## config.mk

```make
export PLATFORM = sky130hd
export DESIGN_NAME = stat_word_unit
export DESIGN_NICKNAME = d
export VERILOG_FILES = /design/src/rtl/stat_word_pkg.sv /design/src/rtl/stat_priv_gate.sv /design/src/rtl/stat_next_calc.sv /design/src/rtl/stat_read_sel.sv /design/src/rtl/stat_word_unit.sv
export SDC_FILE = /design/constraint.sdc
export NUM_CORES = 1
export LEC_CHECK = 0
export BUFFER_PORTS_ARGS = -buffer_cell sky130_fd_sc_hd__buf_2
export CAP_MARGIN = 20
export CORE_AREA = 5 5 110 112
export CTS_CLUSTER_DIAMETER = 40
export DETAILED_ROUTE_END_ITERATION = 6
export DIE_AREA = 0 0 115 117
export PLACE_DENSITY = 0.77
export REMOVE_ABC_BUFFERS = 1
export SLEW_MARGIN = 20
export SYNTH_ARGS = -nofsm -noshare
export SYNTH_HDL_FRONTEND = slang
export SYNTH_SLANG_ARGS = --single-unit
```

## constraint.sdc

```tcl
create_clock -name clk -period 2.2 [get_ports clk]
set_input_delay 0.33 -clock clk [delete_from_list [all_inputs] [get_ports clk]]
set_output_delay 0.33 -clock clk [all_outputs]
set_load 0.03 [all_outputs]
```

## src/rtl/stat_word_pkg.sv

```systemverilog
package stat_word_pkg;

    localparam int SW_W     = 64;
    localparam int IMM_W    = 24;
    localparam int UM_W     = 6;
    localparam int SM_W     = 24;
    localparam int LOW_W    = 32;
    localparam int PRIV_LO  = 32;
    localparam int PRIV_HI  = 33;
    localparam int BANK_BIT = 44;
    localparam int VM_BIT   = 46;

    typedef enum logic [3:0] {
        OP_NOP       = 4'd0,
        OP_UM_SET    = 4'd1,
        OP_UM_CLR    = 4'd2,
        OP_UM_LOAD   = 4'd3,
        OP_UM_READ   = 4'd4,
        OP_SM_SET    = 4'd5,
        OP_SM_CLR    = 4'd6,
        OP_LOW_LOAD  = 4'd7,
        OP_FULL_READ = 4'd8,
        OP_BANK_OFF  = 4'd9,
        OP_BANK_ON   = 4'd10,
        OP_VM_OFF    = 4'd11,
        OP_VM_ON     = 4'd12,
        OP_RESTORE   = 4'd13
    } stat_op_e;

    typedef enum logic {
        ST_RUN   = 1'b0,
        ST_FAULT = 1'b1
    } fault_state_e;

    function automatic logic [SW_W-1:0] f_rsv_mask();
        logic [SW_W-1:0] m;
        m = '0;
        for (int i = 0; i < SW_W; i++) begin
            if ((i >= 6 && i <= 12) || i == 16 || (i >= 28 && i <= 31) || i >= 47)
                m[i] = 1'b1;
        end
        return m;
    endfunction

    function automatic logic [SW_W-1:0] f_read_mask();
        logic [SW_W-1:0] m;
        m = '0;
        for (int i = 0; i < SW_W; i++) begin
            if (i < LOW_W || i == 35 || i == 36)
                m[i] = 1'b1;
        end
        return m;
    endfunction

    localparam logic [SW_W-1:0] RSV_MASK  = f_rsv_mask();
    localparam logic [SW_W-1:0] READ_MASK = f_read_mask();

endpackage

```

## src/rtl/stat_priv_gate.sv

```systemverilog
module stat_priv_gate
    import stat_word_pkg::*;
#(
    parameter int W = SW_W
) (
    input  logic           valid,
    input  stat_op_e       op,
    input  logic [W-1:0]   cur,
    output logic           fault_req,
    output logic           commit
);

    logic is_priv;
    logic is_write;
    logic priv_nonzero;

    always_comb begin
        is_priv  = op inside {OP_SM_SET, OP_SM_CLR, OP_LOW_LOAD, OP_BANK_OFF,
                              OP_BANK_ON, OP_VM_OFF, OP_VM_ON, OP_RESTORE};
        is_write = is_priv || (op inside {OP_UM_SET, OP_UM_CLR, OP_UM_LOAD});
    end

    assign priv_nonzero = |cur[PRIV_HI:PRIV_LO];
    assign fault_req    = valid && is_priv && priv_nonzero;
    assign commit       = valid && is_write && !fault_req;

endmodule

```

## src/rtl/stat_next_calc.sv

```systemverilog
module stat_next_calc
    import stat_word_pkg::*;
#(
    parameter int W = SW_W
) (
    input  stat_op_e         op,
    input  logic [W-1:0]     cur,
    input  logic [IMM_W-1:0] imm,
    input  logic [W-1:0]     gr,
    input  logic [W-1:0]     saved,
    output logic [W-1:0]     nxt
);

    logic [W-1:0] raw;

    always_comb begin
        raw = cur;
        unique case (op)
            OP_UM_SET:   raw[UM_W-1:0]  = cur[UM_W-1:0] | imm[UM_W-1:0];
            OP_UM_CLR:   raw[UM_W-1:0]  = cur[UM_W-1:0] & ~imm[UM_W-1:0];
            OP_UM_LOAD:  raw[UM_W-1:0]  = gr[UM_W-1:0];
            OP_SM_SET:   raw[SM_W-1:0]  = cur[SM_W-1:0] | imm[SM_W-1:0];
            OP_SM_CLR:   raw[SM_W-1:0]  = cur[SM_W-1:0] & ~imm[SM_W-1:0];
            OP_LOW_LOAD: raw[LOW_W-1:0] = gr[LOW_W-1:0];
            OP_BANK_OFF: raw[BANK_BIT]  = 1'b0;
            OP_BANK_ON:  raw[BANK_BIT]  = 1'b1;
            OP_VM_OFF:   raw[VM_BIT]    = 1'b0;
            OP_VM_ON:    raw[VM_BIT]    = 1'b1;
            OP_RESTORE:  raw            = saved;
            default:     raw            = cur;
        endcase
    end

    assign nxt = raw & ~RSV_MASK;

endmodule

```

## src/rtl/stat_read_sel.sv

```systemverilog
module stat_read_sel
    import stat_word_pkg::*;
#(
    parameter int W = SW_W
) (
    input  logic           valid,
    input  stat_op_e       op,
    input  logic [W-1:0]   cur,
    output logic           rd_load,
    output logic [W-1:0]   rd_value
);

    always_comb begin
        rd_load  = 1'b0;
        rd_value = '0;
        if (valid) begin
            unique case (op)
                OP_UM_READ: begin
                    rd_load  = 1'b1;
                    rd_value = {{(W-UM_W){1'b0}}, cur[UM_W-1:0]};
                end
                OP_FULL_READ: begin
                    rd_load  = 1'b1;
                    rd_value = cur & READ_MASK;
                end
                default: begin
                    rd_load  = 1'b0;
                    rd_value = '0;
                end
            endcase
        end
    end

endmodule

```

## src/rtl/stat_word_unit.sv

```systemverilog
module stat_word_unit
    import stat_word_pkg::*;
(
    input  logic              clk,
    input  logic              rst,
    input  logic              op_valid,
    input  logic [3:0]        op_code,
    input  logic [IMM_W-1:0]  op_imm,
    input  logic [SW_W-1:0]   gr_src,
    input  logic [SW_W-1:0]   saved_word,
    output logic [SW_W-1:0]   status_word,
    output logic [SW_W-1:0]   read_data,
    output logic              priv_fault
);

    stat_op_e     op;
    logic         fault_req;
    logic         commit;
    logic         rd_load;
    logic [SW_W-1:0] nxt_word;
    logic [SW_W-1:0] rd_value;
    logic [SW_W-1:0] word_q;
    logic [SW_W-1:0] rd_q;
    fault_state_e state_q;
    fault_state_e state_d;

    assign op = stat_op_e'(op_code);

    stat_priv_gate #(.W(SW_W)) u_gate (
        .valid     (op_valid),
        .op        (op),
        .cur       (word_q),
        .fault_req (fault_req),
        .commit    (commit)
    );

    stat_next_calc #(.W(SW_W)) u_calc (
        .op    (op),
        .cur   (word_q),
        .imm   (op_imm),
        .gr    (gr_src),
        .saved (saved_word),
        .nxt   (nxt_word)
    );

    stat_read_sel #(.W(SW_W)) u_read (
        .valid    (op_valid),
        .op       (op),
        .cur      (word_q),
        .rd_load  (rd_load),
        .rd_value (rd_value)
    );

    // Fault state: RUN_TO_FAULT, FAULT_TO_FAULT, FAULT_TO_RUN
    always_comb begin
        state_d = state_q;
        unique case (state_q)
            ST_RUN:   state_d = fault_req ? ST_FAULT : ST_RUN;
            ST_FAULT: state_d = fault_req ? ST_FAULT : ST_RUN;
            default:  state_d = ST_RUN;
        endcase
    end

    always_ff @(posedge clk) begin
        if (rst) state_q <= ST_RUN;
        else     state_q <= state_d;
    end

    always_ff @(posedge clk) begin
        if (rst) begin
            word_q <= '0;
            rd_q   <= '0;
        end else begin
            if (commit)  word_q <= nxt_word;
            if (rd_load) rd_q   <= rd_value;
        end
    end

    always_comb begin
        status_word = word_q;
        read_data   = rd_q;
        priv_fault  = (state_q == ST_FAULT);
    end

endmodule

```

==> results of run 1 <==
[placed cells by master (no fill, tap or decap), types with 7 or more instances in the layout]
cell	instances
a211oi_2	7
nand2_1	9
clkbuf_16	9
dfxtp_1	58
a32o_1	7
a211oi_1	7
a22oi_1	16
nor2_1	72
a22o_1	10
a21oi_1	13
conb_1	71
buf_4	12
a2111oi_0	12
buf_2	135
mux2i_1	21
[kinds of logic after synthesis]
logic type             after synthesis  share of synthesized area
AO/OA/AOI/OAI                       91                      0.239
buffers and inverters              101                      0.204
XOR/XNOR                             3                     0.0101
AND/OR/NAND/NOR                     99                      0.136
other                                1                    0.00112
multiplexers                        21                     0.0628
flip-flops                          58                      0.347
[worst min-delay path, cell delays in order]
cell and delay [ps]:
buf_2 80, a21oi_1 50, nor2_1 70
[state kept, by name (all words and copies together) (netlist names)]
signal / cells
status_word: 35
priv_fault: 1
read_data: 22
[stage by stage]
stage | worst slack (ps) | utilization | cell area (sq um) | std cells | power (uW)
after floorplan | 186 | - | 2940 | 346 | 1480
after global placement | 379 | 0.353 | 3920 | 638 | 1680
after CTS | 675 | 0.377 | 4200 | 654 | 2970
after global routing | 509 | 0.377 | 4200 | 654 | 3070
after detailed placement | 338 | 0.353 | 3920 | 638 | 1680
final | 656 | 0.377 | 4200 | 654 | 2930
[power breakdown]
group | switching, uW | leakage [uW] | internal, uW
clock | 481 | 0.000131 | 785
combinational | 396 | 0.00140 | 160
sequential | 24.6 | 0.000470 | 1080
total | 902 | 0.00200 | 2020
[layer usage]
metal  track usage  part of all wire
met1         0.151              0.38
met2         0.238              0.50
met5             0                 0
met3        0.0442              0.11
met4        0.0352            0.0082
[area by class of cell]
type | instances | share of cell area
Inverter | 3 | 0.00268
Clock inverter | 5 | 0.00716
Multi-Input combinational cell | 285 | 0.421
Tap cell | 143 | 0.0426
Sequential cell | 58 | 0.277
Clock buffer | 11 | 0.0578
Timing Repair Buffer | 149 | 0.192
[worst max-delay path by stage]
stage,start,to,slack (ps),cells after the start
after floorplan,op_code[1],status_word[13],190,4
after global placement,op_code[0],status_word[20],380,5
after detailed placement,op_code[0],status_word[23],340,5
after CTS,op_code[0],status_word[23],680,5
after global routing,op_code[0],status_word[20],510,5
final,op_code[0],status_word[18],660,5
==> results.sh, run 1 <==
export IMPL_min_period_ps=1540
export IMPL_crit_chain="buf_2, nand2b_1, a2111oi_0, a21oi_1, a211oi_2"
export IMPL_synth_area_sq_um=3350
export IMPL_endpoint_kind="register"
export IMPL_grt_pass1_wl_microns=13800
export IMPL_postCtsSetupBuffers=0
export IMPL_synth_async_reset_ratio=0
export IMPL_layout_drive_gt1_share=0.352
export IMPL_vias_per_cell=4.59
export IMPL_hp_class="in -> reg"
export IMPL_drc=0
export IMPL_crit_slowest_cell="a2111oi_0"
export IMPL_drt_pass1_iterations=4
export IMPL_worst_slew_pin_slew_ps=521
export IMPL_max_stage_delay_ps=510
export IMPL_ys_types=43
export IMPL_root_buffer="clkbuf_16"
export IMPL_fp_dieW_microns=115
export IMPL_drtIter0Drc=149
export IMPL_grt_overflow_total=0
export IMPL_hold_buffers=0
export IMPL_port_buffers=135
export IMPL_synth_sequential_area_ratio=0.347
export IMPL_fillers=1157
export IMPL_hpwl_microns=7260
export IMPL_power_leakage_uw=0.00200
export IMPL_antenna_left=0
export IMPL_worstSkewPairLatency_ps=320
export IMPL_multi_input_area_sq_um=1770
export IMPL_yosys_most_used_dff="dfxtp_1"
export IMPL_wl_per_cell_microns=14.5
export IMPL_timing_worst_setup_path_type="in -> reg"
export IMPL_worstHoldStart="saved_word[32]"
export IMPL_io_pins=288
export IMPL_tritoncts="yes"
export IMPL_start_kind="input pin"
export IMPL_hold_viol=0
export IMPL_syn_inst=374
export IMPL_path_clk_slew_ps=50
export IMPL_nets=665
export IMPL_ys_warnings_count=0
export IMPL_grt_pass1_vias=2749
export IMPL_relSlewSlack=0.651
export IMPL_numCtsBuffers=9
export IMPL_yosys_area_top_type="dfxtp_1"
export IMPL_maxCapViolations=0
export IMPL_htree_levels=3
export IMPL_synthTopCellsByCount="buf_4, nor2_1, dfxtp_1, mux2i_1, a22oi_1"
export IMPL_setup_viol=0
export IMPL_path_max_fanout=13
export IMPL_crit_arrival_ps=1790
export IMPL_fmax_mhz=648
export IMPL_wl_microns=9470
export IMPL_ctsResizeCount=0
export IMPL_synth_edf_count=0
export IMPL_skew_ps=6.13
export IMPL_diodes=0
export IMPL_cts_max_path_buffers=2
export IMPL_rsz0062_at_grt="no"
export IMPL_row_count=39
export IMPL_initial_core_util=0.301
export IMPL_crit_family="compound AO/OA/AOI/OAI gates"
export IMPL_clock_sinks=58
export IMPL_synth_top_cell_area_share=0.347
export IMPL_via_count=2999
export IMPL_core_area_sq_um=11100
export IMPL_status="finished clean"
export IMPL_setup_tns_ps=0
export IMPL_synth_seq_cells=58
export IMPL_cp_num_buf_inv=1
export IMPL_routabilityCongestion=0.738
export IMPL_r2r_cells=5
export IMPL_required_ps=2440
export IMPL_die_h_microns=117
export IMPL_hold_ws_ps=237
export IMPL_grt_start_max_net_pins=41
export IMPL_die_area_sq_um=13500
export IMPL_fin_crit_sh=0.702
export IMPL_reg2reg_slack_ps=740
export IMPL_ir_drop_v=0.000302
export IMPL_slew_violations=0
export IMPL_antenna_found_initial=0
export IMPL_holdPathEnd="status_word[32]"
export IMPL_avgSynthCellArea_sq_um=8.96
export IMPL_whs_path_depth=3
export IMPL_rr_startpoint="status_word[32]"
export IMPL_r2r_end="status_word[34]"
export IMPL_netlist_top_cells_area="dfxtp_1, buf_4, nor2_1"
export IMPL_syn_to_final_growth_pct=25.3
export IMPL_grt_usage=0.133
export IMPL_seq_area_sq_um=1160
export IMPL_yosysMostFrequentCell="buf_4"
export IMPL_powerDensity_nw_per_um2=697
Note: power is estimated with default switching activity, not from simulation.
==> run 2, diff against run 1 <==
--- a/config.mk
+++ b/config.mk
@@ -7,11 +7,11 @@
 export LEC_CHECK = 0
 export BUFFER_PORTS_ARGS = -buffer_cell sky130_fd_sc_hd__buf_2
 export CAP_MARGIN = 20
-export CORE_AREA = 5 5 110 112
+export CORE_AREA = 5 5 108 110
 export CTS_CLUSTER_DIAMETER = 40
 export DETAILED_ROUTE_END_ITERATION = 6
-export DIE_AREA = 0 0 115 117
-export PLACE_DENSITY = 0.77
+export DIE_AREA = 0 0 113 115
+export PLACE_DENSITY = 0.79
 export REMOVE_ABC_BUFFERS = 1
 export SLEW_MARGIN = 20
 export SYNTH_ARGS = -nofsm -noshare
==> constraint.sdc (replaced) <==
create_clock -name clk -period 1.5 [get_ports clk]
set_input_delay 0.225 -clock clk [delete_from_list [all_inputs] [get_ports clk]]
set_output_delay 0.225 -clock clk [all_outputs]
set_load 0.03 [all_outputs]
==> run 2 against run 1 <==
The run now ends with setup timing left. Register-to-register slack got worse by 760 ps. Global-route usage rose by 0.43 points. Sequential power rose by 46%. Sequential share of layout area fell by 0.91 points. Highest routed layer unchanged.
==> results.sh, run 2 (synthesis results as in run 1) <==
export IMPL_status="finished, violations left"
export IMPL_violations="setup timing"
export IMPL_crit_chain="o22a_4, a2111oi_4, buf_4, buf_4, a311oi_2"
export IMPL_hold_viol=0
export IMPL_antenna_found_initial=0
export IMPL_worstHoldStart="saved_word[33]"
export IMPL_htree_levels=3
export IMPL_worstSkewPairLatency_ps=330
export IMPL_dp_cells=652
export IMPL_hp_class="in -> reg"
export IMPL_min_period_ps=1520
export IMPL_drc=0
export IMPL_grt_pass1_vias=2914
export IMPL_routabilityCongestion=0.766
export IMPL_path_max_fanout=6
export IMPL_mostFrequentLayoutCell="buf_2"
export IMPL_final_cells=672
export IMPL_hold_ws_ps=127
export IMPL_relSlewSlack=0.663
export IMPL_whs_path_depth=3
export IMPL_via_count=3079
export IMPL_grt_overflow_total=0
export IMPL_numCtsBuffers=9
export IMPL_initial_core_util=0.316
export IMPL_power_leakage_uw=0.00209
export IMPL_nets=686
export IMPL_r2r_end="status_word[5]"
export IMPL_io_pins=288
export IMPL_routed_wl_met3_microns=1140
export IMPL_diodes=0
export IMPL_max_stage_delay_ps=370
export IMPL_start_kind="register"
export IMPL_antenna_left=0
export IMPL_hpwl_microns=7200
export IMPL_cts_max_path_buffers=2
export IMPL_core_area_sq_um=10600
export IMPL_rsz0062_at_grt="yes"
export IMPL_ir_drop_v=0.000429
export IMPL_wl_microns=9650
export IMPL_grt_pass1_wl_microns=14400
export IMPL_row_count=38
export IMPL_grt_usage=0.137
export IMPL_hold_buffers=0
export IMPL_reg2reg_slack_ps=-20
export IMPL_cp_common_cell="buf_4"
export IMPL_dr_max_layer_used="met4"
export IMPL_root_buffer="clkbuf_8"
export IMPL_fin_crit_sh=1.02
export IMPL_skew_ps=11.1
export IMPL_route_met2_wl_microns=4520
export IMPL_maxCapViolations=0
export IMPL_die_area_sq_um=13000
export IMPL_crit_slowest_cell="dfxtp_4"
export IMPL_drtIter0Drc=180
export IMPL_powerDensity_nw_per_um2=946
export IMPL_required_ps=1710
export IMPL_syn_to_final_growth_pct=30.4
export IMPL_layout_common_cells="buf_2, conb_1, nor2_1"
export IMPL_finalCoreUtilization=0.412
export IMPL_path_clk_slew_ps=80
export IMPL_drt_pass1_iterations=4
export IMPL_layout_drive_gt1_share=0.393
export IMPL_clock_sinks=58
export IMPL_slew_violations=0
export IMPL_wl_per_cell_microns=14.4
export IMPL_fmax_mhz=656
export IMPL_largest_register_ff_count=35
export IMPL_fp_dieW_microns=113
export IMPL_fin_ws_ps=-24.8
export IMPL_setup_viol=3
export IMPL_endpoint_kind="register"
export IMPL_r2r_cells=5
export IMPL_worst_slew_pin_slew_ps=503
export IMPL_tritoncts="yes"
export IMPL_wl_met1_microns=3860
export IMPL_grt_start_max_net_pins=57
export IMPL_crit_arrival_ps=1730
export IMPL_rr_startpoint="status_word[33]"
export IMPL_place_ws_ps=-131
export IMPL_die_h_microns=115
export IMPL_vias_per_cell=4.58
export IMPL_port_buffers=135
export IMPL_timing_worst_setup_path_type="reg -> reg"
export IMPL_holdPathEnd="status_word[33]"
export IMPL_p_total_uw=4130
run 2: cell count changes in the layout (fill, tap and decap cells not counted), sizes merged:
cell / previous run / this run
clkbuf: 11 / 9
buf: 149 / 170
bufinv: 0 / 2
clkinvlp: 2 / 1
inv: 2 / 3
run 2: per-layer routing:
metal / global-route usage / vias up
li1: - / 1507
met1: 0.173 / 1396
met2: 0.222 / 165
met3: 0.0442 / 11
met4: 0.0441 / 0
met5: 0 / -
run 2: how the worst max path moves through the flow:
stage / end / startpoint / slack (ps)
final: status_word[5] / status_word[33] / -20
after global routing: status_word[2] / status_word[33] / -80
after CTS: status_word[44] / status_word[32] / 20
after detailed placement: status_word[18] / op_code[1] / -130
after global placement: status_word[20] / op_code[1] / -120
after floorplan: status_word[13] / op_code[1] / -410
run 2: repair_timing:
| action | 4_1_cts | 5_1_grt |
|---|---|---|
| hold endpoints to repair | 0 | 0 |
| buffers inserted | 0 | 3 |
| resized for setup | 0 | 14 |
| endpoints found under the setup margin | 0 | 8 |
run 2: worst max-delay path: cells and delay by family, from the launching register on:
kind	cells	cell delay, ps
buffers and inverters	2	350
flip-flops	1	370
AO/OA/AOI/OAI	3	680
run 2: layout make-up:
class | count | area (sq um)
clock buffer | 9 | 124
clock inverter | 7 | 103
fill | 1107 | 6230
inverter | 3 | 11.3
multi-input combinational | 285 | 1790
sequential | 58 | 1170
tap | 140 | 175
timing repair buffer | 170 | 992
run 2: per-stage QoR:
stage	setup TNS (ps)	cell area [sq um]
after global placement	-1510	4070
after floorplan	-7190	2940
after detailed placement	-2120	4070
final	-63.8	4370
after CTS	0	4300
after global routing	-303	4370
run 2: report_power, final:
group	internal [uW]	total, uW	leakage [uW]	switching, uW
Sequential	1580	1610	0.000472	36.5
Combinational	275	869	0.00151	594
Clock	949	1650	0.000110	703
